===== src/rtl/dma_req_pkg.sv =====
// Package: shared constants and types for the DMA request selector.
// Assumes an 8-bit register bus with two registers.
package dma_req_pkg;

    localparam int REG_W       = 8;
    localparam int ADDR_W      = 1;
    localparam int CODE_W      = 4;
    localparam int NUM_CODES   = 1 << CODE_W;
    localparam int NUM_TMRA    = 5;
    localparam int NUM_TMRB    = 3;
    localparam int NUM_SER     = 3;
    localparam int SYNC_STAGES = 2;

    // register addresses
    localparam logic [ADDR_W-1:0] ADDR_CTRL  = 1'b0;
    localparam logic [ADDR_W-1:0] ADDR_CAUSE = 1'b1;

    // control register bit positions
    localparam int CB_EN   = 0;
    localparam int CB_FLAG = 1;
    localparam int CB_U8   = 2;
    localparam int CB_RPT  = 3;
    localparam int CB_SRC  = 4;
    localparam int CB_DST  = 5;

    // source register bit positions
    localparam int SB_EXP = 4;
    localparam int SB_SW  = 5;

    // basic set code assignments
    localparam int C_PIN_FALL = 0;
    localparam int C_SOFT     = 1;
    localparam int C_TMRA0    = 2;
    localparam int C_TMRB0    = C_TMRA0 + NUM_TMRA;
    localparam int C_TX0      = 10;
    localparam int C_RX0      = 11;
    localparam int C_TX2      = 12;
    localparam int C_RX2      = 13;
    localparam int C_ADC      = 14;
    localparam int C_TX1      = 15;

    // extended set overrides
    localparam int X_SER3     = 0;
    localparam int X_PIN_BOTH = 1;
    localparam int X_RX1      = 2;

    localparam logic [CODE_W-1:0] SOFT_CODE = CODE_W'(C_SOFT);

    typedef struct packed {
        logic dst_fwd;
        logic src_fwd;
        logic repeat_mode;
        logic unit8;
        logic req_flag;
        logic enable;
    } ctrl_t;

endpackage


===== src/rtl/dma_pin_edge.sv =====
// Module: synchronises the external pin and detects its edges.
// Assumes the pin idles high; the chain resets to 1 so reset never fakes an edge.
module dma_pin_edge #(
    parameter int STAGES = dma_req_pkg::SYNC_STAGES
) (
    input  logic clk,
    input  logic rst_n,
    input  logic pin,
    output logic fall_pulse,
    output logic any_pulse
);
    logic [STAGES-1:0] sync_q;
    logic              last_q;

    // shift the pin through the synchroniser and keep the previous level
    always_ff @(posedge clk) begin
        if (!rst_n) begin
            sync_q <= '1;
            last_q <= 1'b1;
        end else begin
            sync_q <= {sync_q[STAGES-2:0], pin};
            last_q <= sync_q[STAGES-1];
        end
    end

    // one-cycle pulses from the level change
    always_comb begin
        fall_pulse = last_q & ~sync_q[STAGES-1];
        any_pulse  = last_q ^ sync_q[STAGES-1];
    end

    AST_FALL_ONE_CYCLE: assert property (@(posedge clk) disable iff (!rst_n)
        fall_pulse |=> !fall_pulse);

endmodule


===== src/rtl/dma_cause_sel.sv =====
// Module: picks the hardware event named by the source code and set select.
// Assumes all event inputs are single-cycle pulses in the clk domain.
module dma_cause_sel
    import dma_req_pkg::*;
(
    input  logic [CODE_W-1:0]   code,
    input  logic                ext_set,
    input  logic                pin_fall,
    input  logic                pin_any,
    input  logic [NUM_TMRA-1:0] tmra_uf,
    input  logic [NUM_TMRB-1:0] tmrb_uf,
    input  logic [NUM_SER-1:0]  ser_tx_evt,
    input  logic [NUM_SER-1:0]  ser_rx_evt,
    input  logic                ser3_evt,
    input  logic                adc_done,
    output logic                hw_hit
);
    logic [NUM_CODES-1:0] basic_src;
    logic [NUM_CODES-1:0] ext_src;

    // timer groups occupy consecutive codes
    for (genvar i = 0; i < NUM_TMRA; i++) begin : g_tmra
        assign basic_src[C_TMRA0 + i] = tmra_uf[i];
    end
    for (genvar j = 0; j < NUM_TMRB; j++) begin : g_tmrb
        assign basic_src[C_TMRB0 + j] = tmrb_uf[j];
    end

    // remaining basic sources; the software code has no hardware event
    assign basic_src[C_PIN_FALL] = pin_fall;
    assign basic_src[C_SOFT]     = 1'b0;
    assign basic_src[C_TX0]      = ser_tx_evt[0];
    assign basic_src[C_RX0]      = ser_rx_evt[0];
    assign basic_src[C_TX2]      = ser_tx_evt[2];
    assign basic_src[C_RX2]      = ser_rx_evt[2];
    assign basic_src[C_ADC]      = adc_done;
    assign basic_src[C_TX1]      = ser_tx_evt[1];

    // extended set reuses the basic map except for three codes
    always_comb begin
        ext_src             = basic_src;
        ext_src[X_SER3]     = ser3_evt;
        ext_src[X_PIN_BOTH] = pin_any;
        ext_src[X_RX1]      = ser_rx_evt[1];
    end

    // final selection
    always_comb begin
        hw_hit = ext_set ? ext_src[code] : basic_src[code];
    end

endmodule


===== src/rtl/dma_reg_file.sv =====
// Module: control and source registers plus the pending-request flag.
// Assumes one register write per cycle; reads are combinational.
module dma_reg_file
    import dma_req_pkg::*;
(
    input  logic              clk,
    input  logic              rst_n,
    input  logic              reg_wr,
    input  logic [ADDR_W-1:0] reg_addr,
    input  logic [REG_W-1:0]  reg_wdata,
    output logic [REG_W-1:0]  reg_rdata,
    input  logic              hw_hit,
    input  logic              dma_ack,
    output logic [CODE_W-1:0] code,
    output logic              ext_set,
    output ctrl_t             ctrl
);
    ctrl_t             ctrl_q;
    logic [CODE_W-1:0] code_q;
    logic              ext_q;
    logic              wr_ctrl;
    logic              wr_cause;
    logic              sw_trig;
    logic              flag_set;
    logic              flag_clr;
    logic              dir_bad;
    logic              unused_hi;

    // write decode and flag set/clear terms
    always_comb begin
        wr_ctrl  = reg_wr && (reg_addr == ADDR_CTRL);
        wr_cause = reg_wr && (reg_addr == ADDR_CAUSE);
        sw_trig  = wr_cause && reg_wdata[SB_SW] && !reg_wdata[SB_EXP]
                   && (reg_wdata[CODE_W-1:0] == SOFT_CODE);
        flag_set = hw_hit || sw_trig;
        flag_clr = dma_ack || (wr_ctrl && !reg_wdata[CB_FLAG]);
        dir_bad  = reg_wdata[CB_SRC] && reg_wdata[CB_DST];
    end

    assign unused_hi = ^reg_wdata[REG_W-1:CB_DST+1];

    // control register: set wins over clear, illegal direction pair refused
    always_ff @(posedge clk) begin
        if (!rst_n) begin
            ctrl_q <= '0;
        end else begin
            if (flag_set)
                ctrl_q.req_flag <= 1'b1;
            else if (flag_clr)
                ctrl_q.req_flag <= 1'b0;
            if (wr_ctrl) begin
                ctrl_q.enable      <= reg_wdata[CB_EN];
                ctrl_q.unit8       <= reg_wdata[CB_U8];
                ctrl_q.repeat_mode <= reg_wdata[CB_RPT];
                if (!dir_bad) begin
                    ctrl_q.src_fwd <= reg_wdata[CB_SRC];
                    ctrl_q.dst_fwd <= reg_wdata[CB_DST];
                end
            end
        end
    end

    // source register: code and set select
    always_ff @(posedge clk) begin
        if (!rst_n) begin
            code_q <= '0;
            ext_q  <= 1'b0;
        end else if (wr_cause) begin
            code_q <= reg_wdata[CODE_W-1:0];
            ext_q  <= reg_wdata[SB_EXP];
        end
    end

    // read mux; trigger and unused bits read as zero
    always_comb begin
        if (reg_addr == ADDR_CTRL)
            reg_rdata = REG_W'(ctrl_q);
        else
            reg_rdata = REG_W'({ext_q, code_q});
    end

    assign code    = code_q;
    assign ext_set = ext_q;
    assign ctrl    = ctrl_q;

    AST_SET_WINS: assert property (@(posedge clk) disable iff (!rst_n)
        hw_hit |=> ctrl_q.req_flag);
    AST_ACK_CLEARS: assert property (@(posedge clk) disable iff (!rst_n)
        (dma_ack && !hw_hit && !wr_cause) |=> !ctrl_q.req_flag);
    AST_NO_SW_SET: assert property (@(posedge clk) disable iff (!rst_n)
        (!ctrl_q.req_flag && !hw_hit && !wr_cause) |=> !ctrl_q.req_flag);
    AST_DIR_LEGAL: assert property (@(posedge clk) disable iff (!rst_n)
        !(ctrl_q.src_fwd && ctrl_q.dst_fwd));

endmodule


===== src/rtl/dma_req_ctl.sv =====
// Module: top of the DMA request selector for one channel.
// Assumes event inputs are clk-domain pulses; only ext_int_pin is asynchronous.
module dma_req_ctl
    import dma_req_pkg::*;
(
    input  logic                clk,
    input  logic                rst_n,
    input  logic                reg_wr,
    input  logic [ADDR_W-1:0]   reg_addr,
    input  logic [REG_W-1:0]    reg_wdata,
    output logic [REG_W-1:0]    reg_rdata,
    input  logic                ext_int_pin,
    input  logic [NUM_TMRA-1:0] tmra_uf,
    input  logic [NUM_TMRB-1:0] tmrb_uf,
    input  logic [NUM_SER-1:0]  ser_tx_evt,
    input  logic [NUM_SER-1:0]  ser_rx_evt,
    input  logic                ser3_evt,
    input  logic                adc_done,
    input  logic                dma_ack,
    output logic                dma_req,
    output logic                xfer_unit8,
    output logic                xfer_repeat,
    output logic                src_fwd,
    output logic                dst_fwd
);
    logic              pin_fall;
    logic              pin_any;
    logic              hw_hit;
    logic [CODE_W-1:0] code;
    logic              ext_set;
    ctrl_t             ctrl;

    dma_pin_edge #(.STAGES(SYNC_STAGES)) u_pin (
        .clk        (clk),
        .rst_n      (rst_n),
        .pin        (ext_int_pin),
        .fall_pulse (pin_fall),
        .any_pulse  (pin_any)
    );

    dma_cause_sel u_sel (
        .code       (code),
        .ext_set    (ext_set),
        .pin_fall   (pin_fall),
        .pin_any    (pin_any),
        .tmra_uf    (tmra_uf),
        .tmrb_uf    (tmrb_uf),
        .ser_tx_evt (ser_tx_evt),
        .ser_rx_evt (ser_rx_evt),
        .ser3_evt   (ser3_evt),
        .adc_done   (adc_done),
        .hw_hit     (hw_hit)
    );

    dma_reg_file u_regs (
        .clk       (clk),
        .rst_n     (rst_n),
        .reg_wr    (reg_wr),
        .reg_addr  (reg_addr),
        .reg_wdata (reg_wdata),
        .reg_rdata (reg_rdata),
        .hw_hit    (hw_hit),
        .dma_ack   (dma_ack),
        .code      (code),
        .ext_set   (ext_set),
        .ctrl      (ctrl)
    );

    // forward the pending flag only while the channel is enabled
    always_comb begin
        dma_req     = ctrl.enable && ctrl.req_flag;
        xfer_unit8  = ctrl.unit8;
        xfer_repeat = ctrl.repeat_mode;
        src_fwd     = ctrl.src_fwd;
        dst_fwd     = ctrl.dst_fwd;
    end

endmodule


===== config.mk =====
export PLATFORM = sky130hd
export DESIGN_NAME = dma_req_ctl
export DESIGN_NICKNAME = d
export VERILOG_FILES = /design/src/rtl/dma_req_pkg.sv /design/src/rtl/dma_pin_edge.sv /design/src/rtl/dma_cause_sel.sv /design/src/rtl/dma_reg_file.sv /design/src/rtl/dma_req_ctl.sv
export SDC_FILE = /design/constraint.sdc
export NUM_CORES = 1
export LEC_CHECK = 0
export ABC_CLOCK_PERIOD_IN_PS = 2280
export BUFFER_PORTS_ARGS = -buffer_cell sky130_fd_sc_hd__buf_4
export CAP_MARGIN = 25
export CORE_MARGIN = 5
export CORE_UTILIZATION = 43
export CTS_CLUSTER_SIZE = 40
export DETAILED_ROUTE_END_ITERATION = 10
export GPL_ROUTABILITY_DRIVEN = 0
export PLACE_DENSITY = 0.74
export SYNTH_ARGS = -nofsm -noshare
export SYNTH_HDL_FRONTEND = slang
export SYNTH_HIERARCHICAL = 1
export SYNTH_SLANG_ARGS = --single-unit

===== constraint.sdc =====
create_clock -name clk -period 2.28 [get_ports clk]
set_clock_uncertainty 0.05 [all_clocks]
set_input_delay 0.228 -clock clk [delete_from_list [all_inputs] [get_ports clk]]
set_output_delay 0.228 -clock clk [all_outputs]
set_load 0.02 [all_outputs]

Word-level counts from Yosys, hierarchy flattened --
Index checks and enable logic that the tools add are counted.
Operators by class: reduce and logical (&&, ||, !) cells 14, bitwise logic cells 5, magnitude comparators 1, equality and inequality tests 1, muxes and demuxes 8
Operators by type and width (number):
- $bmux W1 S4 | 2
- $logic_and A1 B1 Y1 | 8
- $mux W6 | 1
- $lt A4 B5 Y1 const B | 1
- $mux W1 | 5
- $eq A4 B1 Y1 const B | 1
- $not A1 Y1 | 3
- $logic_not A1 Y1 | 2
- $logic_or A1 B1 Y1 | 2
- $reduce_and A2 Y1 | 1
- $reduce_bool A2 Y1 | 1
- $and A1 B1 Y1 | 1
- $xor A1 B1 Y1 | 1
Word-level totals: logic and storage cells 39, register bits after elaboration 14, input port bits 30, output and inout port bits 13

Depth between registers and ports, before layout --
Gate-level depths: netlist (run 1).
depth in word-level cells 7, mapped depth 9, mapped depth without buffers 9

Modules after synthesis --
Netlist (run 1), hierarchy kept.
Modules (own cells, without submodules):
- dma_reg_file | area each 541.8 µm², times used 1, cells each 58, sequential area each 220.2 µm²
- dma_cause_sel | area each 155.1 µm², times used 1, cells each 11, sequential area each 0.0 µm²
- dma_pin_edge | area each 98.8 µm², times used 1, cells each 9, sequential area each 60.1 µm²
- dma_req_ctl | area each 6.3 µm², times used 1, cells each 1, sequential area each 0.0 µm²

Worst setup path before layout (run 1) --
OpenSTA, ideal clock, no wires.
path kind reg-to-reg, from reg u_pin.sync_q[1], to reg u_regs.ctrl_q (netlist bit u_regs/ctrl[1]), cell stages (with the launch flop) 9, path slack 679 ps, period minus slack after synthesis 1601 ps, setup time 120 ps, path buffers 0, data required time 2110 ps, arrival 1431 ps, cell sequence dfxtp_1 -> inv_1 -> ha_1 -> mux4_2 -> o221ai_1 -> a22oi_1 -> nand2_1 -> o31a_1 -> o41ai_2
On the way: cells in the longest elaborated chain, start to end 7, elaborated cells on any way between the ends 11, those cells by class mux: 6; bitwise: 3; reduce/logical: 2
RTL lines:
- start, declared | line dma_pin_edge.sv:12 | logic [STAGES-1:0] sync_q;
- start signal, assigned | line dma_pin_edge.sv:21 | sync_q <= {sync_q[STAGES-2:0], pin};
- $not A1 Y1 * | line dma_pin_edge.sv:28 | fall_pulse = last_q & ~sync_q[STAGES-1];
- $and A1 B1 Y1 * | line dma_pin_edge.sv:28
- net pin_fall | line dma_req_ctl.sv:26 | logic pin_fall;
- $bmux W1 S4 * | line dma_cause_sel.sv:49 | hw_hit = ext_set ? ext_src[code] : basic_src[code];
- $mux W1 (implied by the code) * | line dma_cause_sel.sv:49
- $mux W1 * | line dma_cause_sel.sv:49
- net hw_hit | line dma_req_ctl.sv:28 | logic hw_hit;
- $logic_or A1 B1 Y1 * | line dma_reg_file.sv:35 | flag_set = hw_hit || sw_trig;
- $mux W1 or $reduce_bool A2 Y1 (tied branches)
- end, declared | line dma_reg_file.sv:18 | ctrl_t ctrl_q;
Mark *: on every way through the listed nets, which the timed path passes. The rest lies on a longest branch. The select of a mux whose other input is x is not followed. A chain may end at the register's enable or synchronous reset.

Worst setup path in the final report (run 1) --
Same ends and word-level chain as after synthesis.

==> summary.txt, run 1 <==
post-synthesis register bit count - 14
I/O pins - 43
vias in the first global route - 758
first-pass GRT wire length - 3360 um
power per standard cell area - 514 nW/um2
Final Max Slew Viols - 0
# port buffers - 38
Hold Path Class - in2reg
Sum Neg Setup Slack - 0 ns
vias - 739
die area - 2830 um2
CP max stage delay - 0.46 ns
fin crit share - 78.2%
status - finished clean
crit path capture type - flip-flop
initial antenna violation count - 0
CTS tree - built
met2 Use GR - 28.1%
CTS Buf Count - 3
Avg Cell Area, Syn - 10.2 um2
global route overflow - 0
DR pass1 iterations - 4
H-tree levels - 1
routed len/inst - 14.8 um
top fanout value on the critical path - 2
starting density of the core - 45.9%
unrepaired setup endpoints after global routing - no
startpoint types - flip-flop
area of the core - 1750 um2
Post-CTS Hold Fix Bufs - 0
Cells after Synth - 79
Ys Warns - 6
highest-count cells in the layout ignoring fill and taps - buf_4 (38), dfxtp_1 (14), nand2_1 (8)
Starting DRT DRC Count - 7
number of nets in the layout - 149
CTS Root Cell - clkbuf_4
Total Wirelength - 2110 um
Die Width - 53.2 um
Via density - 5.20
Tmin final - 1.78 ns
Remaining DRCs - 0
clock-pin slew on the worst setup and hold paths - 0.08 ns
Routed Antenna Nets - 0
dpl ws - 0.516 ns
Peak supply drop - 420 uV
number of flops mapped to enable cells by yosys - 0
Sink Count - 14
post-CTS repair timing setup buffer count - 0
Total GRT Usage - 16.2%
Max-Cap Viols - 0
ant diodes - 0
Final Cell Area - 1130 um2
worst hold-check slack - 0.0779 ns
Fmax - 561 MHz
WS Path Type - reg2reg
post-place instance area - 1100 um2
WP data required - 2.40 ns
critical path arrival - 1.91 ns
final hold violations - 0
setup ws final - 0.498 ns
row cnt - 15
layout cells sized above 1 - 45.3%
CP Cell Sequence - inv_1 > ha_1 > mux4_2 > o221ai_1 > a22oi_1 > nand2_1 > o31a_1 > o41ai_2
DP Wirelength - 1670 um
CTS resizes - 0
CP max-delay cell - mux4_2
largest net degree at the start of global routing - 17
Clock Tree Buf Depth - 2
Leak - 0.541 nW
Post-synth ARST share - 0%
clk_lat worst skew - 0.28 ns
Yosys cell types - 30
Area growth syn-to-layout - 41.2%
most common cell after layout, fill and taps aside - buf_4
GR peak layer - met2
CP bufs+invs - 1
final setup vio count - 0
post-synthesis sequential area ratio - 34.9%
delay-heaviest family, CP - compound AO/OA/AOI/OAI gates
top_reg_cell synth - dfxtp_1
met3 Resource Use GR - 4.51%
die height - 53.2 um
met1 usage - 19.5%
synthesized area - 802 um2
## metal layers
| metal | up-vias | share of wire (%) |
|---|---|---|
| li1 | 361 | - |
| met1 | 351 | 43 |
| met2 | 27 | 50 |
| met3 | 0 | 6.7 |
| met4 | 0 | 0 |
| met5 | - | 0 |
## stage by stage
| stage | instances | utilization [%] | total power [mW] |
|---|---|---|---|
| floorplan | 80 | - | 0.343 |
| CTS | 142 | 64.9 | 0.588 |
| global placement | 138 | 62.8 | 0.405 |
| finish | 142 | 64.9 | 0.583 |
| detailed placement | 138 | 62.8 | 0.409 |
| global route | 142 | 64.9 | 0.612 |
## final cells by class
type                    instances  area [um2]
repair buffers                 38         285
fillers                       165         613
inverters                       4        15.0
well taps                      25        31.3
clock buffers                   4        36.3
flip-flops and latches         14         280
multi-input cells              57         484
## synthesized netlist by cell type, drive strengths merged, types with 2 or more instances
| master | instances | area [um2] |
|---|---|---|
| dfxtp | 14 | 280 |
| nand2 | 9 | 36.3 |
| a21boi | 5 | 37.5 |
| mux2 | 5 | 56.3 |
| nand3 | 5 | 25.0 |
| inv | 4 | 15.0 |
| mux2i | 4 | 40.0 |
| mux4 | 4 | 101 |
| nor2b | 4 | 25.0 |
| buf | 3 | 18.8 |
| nand2b | 3 | 18.8 |
| clkbuf | 2 | 7.51 |
| nor2 | 2 | 7.51 |
| o221a | 2 | 22.5 |
## final timing paths
kind,startpoint,to,slack (ns),cells after the start
setup / recovery,u_pin/sync_q[1],u_regs/ctrl[1],0.50,8
hold / removal,ext_int_pin,u_pin/sync_q[0],0.08,2
setup reg to reg,u_pin/sync_q[1],u_regs/ctrl[1],0.50,8
hold reg to reg,u_pin/sync_q[0],u_pin/sync_q[1],0.39,1
## sequential cells by signal (all words and copies together), names as in the netlist
signal / count
u_regs/ctrl: 6
u_regs/code: 4
u_pin/sync_q: 2
u_pin/last_q: 1
u_regs/ext_set: 1
## where the power goes
group	total [mW]	switching, mW	internal, mW
Clock	0.180	0.0828	0.0971
Sequential	0.269	0.0117	0.257
Combinational	0.134	0.0571	0.0766
Total	0.583	0.152	0.431
## kinds of logic (layout without fill, tap and decap cells)
kind of cell    Yosys count  in the layout  synth area share [%]
fa+ha+maj                 1              1                  1.56
simple gates             28             28                  18.7
flops                    14             14                  34.9
mux                      13             13                  24.6
buf+inv                   9             46                  5.15
compound gates           13             13                  14.5
other cells               1              2                 0.468
(Power assumes the default switching activity.)
==> run 2, diff against run 1 <==
--- a/config.mk
+++ b/config.mk
@@ -5,7 +5,7 @@
 export SDC_FILE = /design/constraint.sdc
 export NUM_CORES = 1
 export LEC_CHECK = 0
-export ABC_CLOCK_PERIOD_IN_PS = 2280
+export ABC_CLOCK_PERIOD_IN_PS = 1780
 export BUFFER_PORTS_ARGS = -buffer_cell sky130_fd_sc_hd__buf_4
 export CAP_MARGIN = 25
 export CORE_MARGIN = 5
==> constraint.sdc (replaced) <==
create_clock -name clk -period 1.78 [get_ports clk]
set_clock_uncertainty 0.05 [all_clocks]
set_input_delay 0.178 -clock clk [delete_from_list [all_inputs] [get_ports clk]]
set_output_delay 0.178 -clock clk [all_outputs]
set_load 0.02 [all_outputs]
==> run 2 against run 1 <==
  * Routed wire length increased by 2.7%
  * Total power increased by 20%
  * First-iteration DRC count decreased by 43%
  * Non-clock buffer count increased by 1
  * Maximum frequency increased by 4.1%
  * Die area unchanged
  * Register-to-register slack got worse by 0.43 ns
  * Clock power decreased by 2%
  * Critical path depth unchanged
  * Global-route usage increased by 0.77 points
  * Via count increased by 1.8%
  * Critical path type unchanged
  * Critical endpoint unchanged
  * Largest power group unchanged
==> summary.txt, run 2 (synthesized netlist as in run 1, its figures left out) <==
Sw Share - 27.1% (+1.1 points)
Peak supply drop - 507 uV (+21%)
unrepaired setup endpoints after global routing - no
die area - 2830 um2 (unchanged)
Hold Path Class - in2reg
first-pass GRT wire length - 3450 um (+2.7%)
Total GRT Usage - 16.9% (+0.77 points)
Leak - 0.538 nW (-0.45%)
crit path capture type - flip-flop
footprint of the multi-input gates - 503 um2 (+3.9%)
FF-to-FF setup slack - 0.07 ns (-0.43 ns)
max reg flops - 6 (unchanged)
WP data required - 1.90 ns (-0.50 ns)
critical path arrival - 1.83 ns (-0.08 ns)
Total Wirelength - 2160 um (+2.7%)
CP Cell Sequence - inv_2 > ha_4 > mux4_2 > o221ai_2 > a22oi_1 > nand2_1 > o31a_1 > o41ai_2
Area growth syn-to-layout - 43.1%
highest routed layer - met4
Sum Neg Setup Slack - 0 ns (unchanged)
DP Wirelength - 1710 um (+2.0%)
routed len/inst - 15.2 um (+2.7%)
Die Width - 53.2 um (unchanged)
vias - 752 (+1.8%)
Fmax - 584 MHz (+4.1%)
H-tree levels - 1 (unchanged)
clk_lat worst skew - 0.27 ns (about the same)
initial antenna violation count - 0 (unchanged)
final hold violations - 0 (unchanged)
post-place instance area - 1100 um2 (+0.69%)
largest net degree at the start of global routing - 17 (unchanged)
ant diodes - 0 (unchanged)
Placed Instances - 139 (+0.72%)
Max-Cap Viols - 0 (unchanged)
metal2 WL - 1100 um (+4.2%)
most common cell after layout, fill and taps aside - buf_4
CP bufs+invs - 1 (unchanged)
FILL cells - 155 (-6.1%)
FF/Latch Area - 283 um2 (+0.89%)
CTS Buf Count - 3 (unchanged)
area of the core - 1750 um2 (unchanged)
WL met1 - 890 um (-2.0%)
power per standard cell area - 609 nW/um2 (+18%)
switching power - 0.190 mW (+25%)
starting density of the core - 45.9% (unchanged)
die height - 53.2 um (unchanged)
CTS tree - built
cell internal pwr - 0.509 mW (+18%)
layout cells sized above 1 - 49.6% (+4.3 points)
clock power share - 25.2% (-5.7 points)
Sink Count - 14 (unchanged)
vias in the first global route - 786 (+3.7%)
row cnt - 15 (unchanged)
delay-heaviest family, CP - compound AO/OA/AOI/OAI gates
CP max-delay cell - mux4_2
Comb power frac - 25.5% (+2.5 points)
CTS Root Cell - clkbuf_4
Final Cell Area - 1150 um2 (+1.3%)
status - finished clean
clock-pin slew on the worst setup and hold paths - 0.08 ns (about the same)
DR pass1 iterations - 4 (unchanged)
part of the power in registers - 49.3% (+3.1 points)
top fanout value on the critical path - 2 (unchanged)
Remaining DRCs - 0 (unchanged)
global route overflow - 0 (unchanged)
Tmin final - 1.71 ns (-0.0710 ns)
final setup vio count - 0 (unchanged)
number of nets in the layout - 150 (+0.67%)
I/O pins - 43 (unchanged)
Clock Tree Buf Depth - 2 (unchanged)
Starting DRT DRC Count - 4 (-3)
fin crit share - 96.1% (+18 points)
highest-count cells in the layout ignoring fill and taps - buf_4 (39), dfxtp_1 (12), nand2_1 (8)
met3 WL - 135 um (-4.3%)
CP max stage delay - 0.46 ns (about the same)
Routed Antenna Nets - 0 (unchanged)
startpoint types - flip-flop
fin cells - 142 (unchanged)
Final Max Slew Viols - 0 (unchanged)
# port buffers - 38 (unchanged)
Via density - 5.30 (+1.8%)
post-CTS repair timing setup buffer count - 0 (unchanged)
WS Path Type - reg2reg
-- run 2: cell count changes in the layout (fill, tap and decap cells not counted) --
cell / before / now
buf_4: 38 / 39
clkbuf_8: 1 / 0
dfxtp_1: 14 / 12
dfxtp_2: 0 / 2
ha_1: 1 / 0
ha_4: 0 / 1
inv_1: 4 / 3
inv_2: 0 / 1
o221ai_1: 1 / 0
o221ai_2: 0 / 1
-- run 2: power groups by stage --
stage	clock network, mW	registers, mW	logic (mW)
after floorplan	0	0.352	0.0874
after global placement	0	0.350	0.170
after detailed placement	0	0.352	0.174
after CTS	0.181	0.344	0.175
after global routing	0.202	0.348	0.193
final	0.176	0.345	0.179
-- run 2: worst paths after layout --
check / endpoint / from / cells past startpoint
worst max register to register: u_regs/ctrl[1] / u_pin/sync_q[1] / 8
worst max-delay path: u_regs/ctrl[1] / u_pin/sync_q[1] / 8
worst min register to register: u_pin/sync_q[1] / u_pin/sync_q[0] / 1
worst min-delay path: u_pin/sync_q[0] / ext_int_pin / 2
-- run 2: layer usage --
metal / vias up / GRT usage, %
met1: 354 / 19.2
met5: - / 0
met4: 0 / 5.11
met3: 4 / 5.92
li1: 359 / -
met2: 35 / 29.5
-- run 2: layout make-up --
cell class	count	share of cell area (%)
multi-input cells	57	43.8
clock buffers	3	1.96
flip-flops and latches	14	24.6
inverters	4	1.31
well taps	25	2.73
repair buffers	39	25.5
-- run 2: timing repair --
action | in CTS | in global routing
hold buffers | 0 | 0
gates resized for setup | 0 | 6
setup endpoints to repair | 0 | 1
-- run 2: worst register-to-register path: stages (launching register included) --
cell      delay (ns)
dfxtp_2         0.34
inv_2           0.04
ha_4            0.14
mux4_2          0.46
o221ai_2        0.20
a22oi_1         0.08
nand2_1         0.08
o31a_1          0.15
o41ai_2         0.06
-- run 2: metrics by stage --
step	hold slack (ns)	power, mW	util, %	setup WS (ns)
CTS	0.0395	0.700	64.5	0.0283
global placement	0.318	0.520	63.2	0.0725
finish	0.0375	0.699	65.7	0.0688
global route	0.0260	0.742	65.7	0.00906
detailed placement	0.314	0.526	63.2	0.0359
floorplan	0.201	0.440	-	0.179
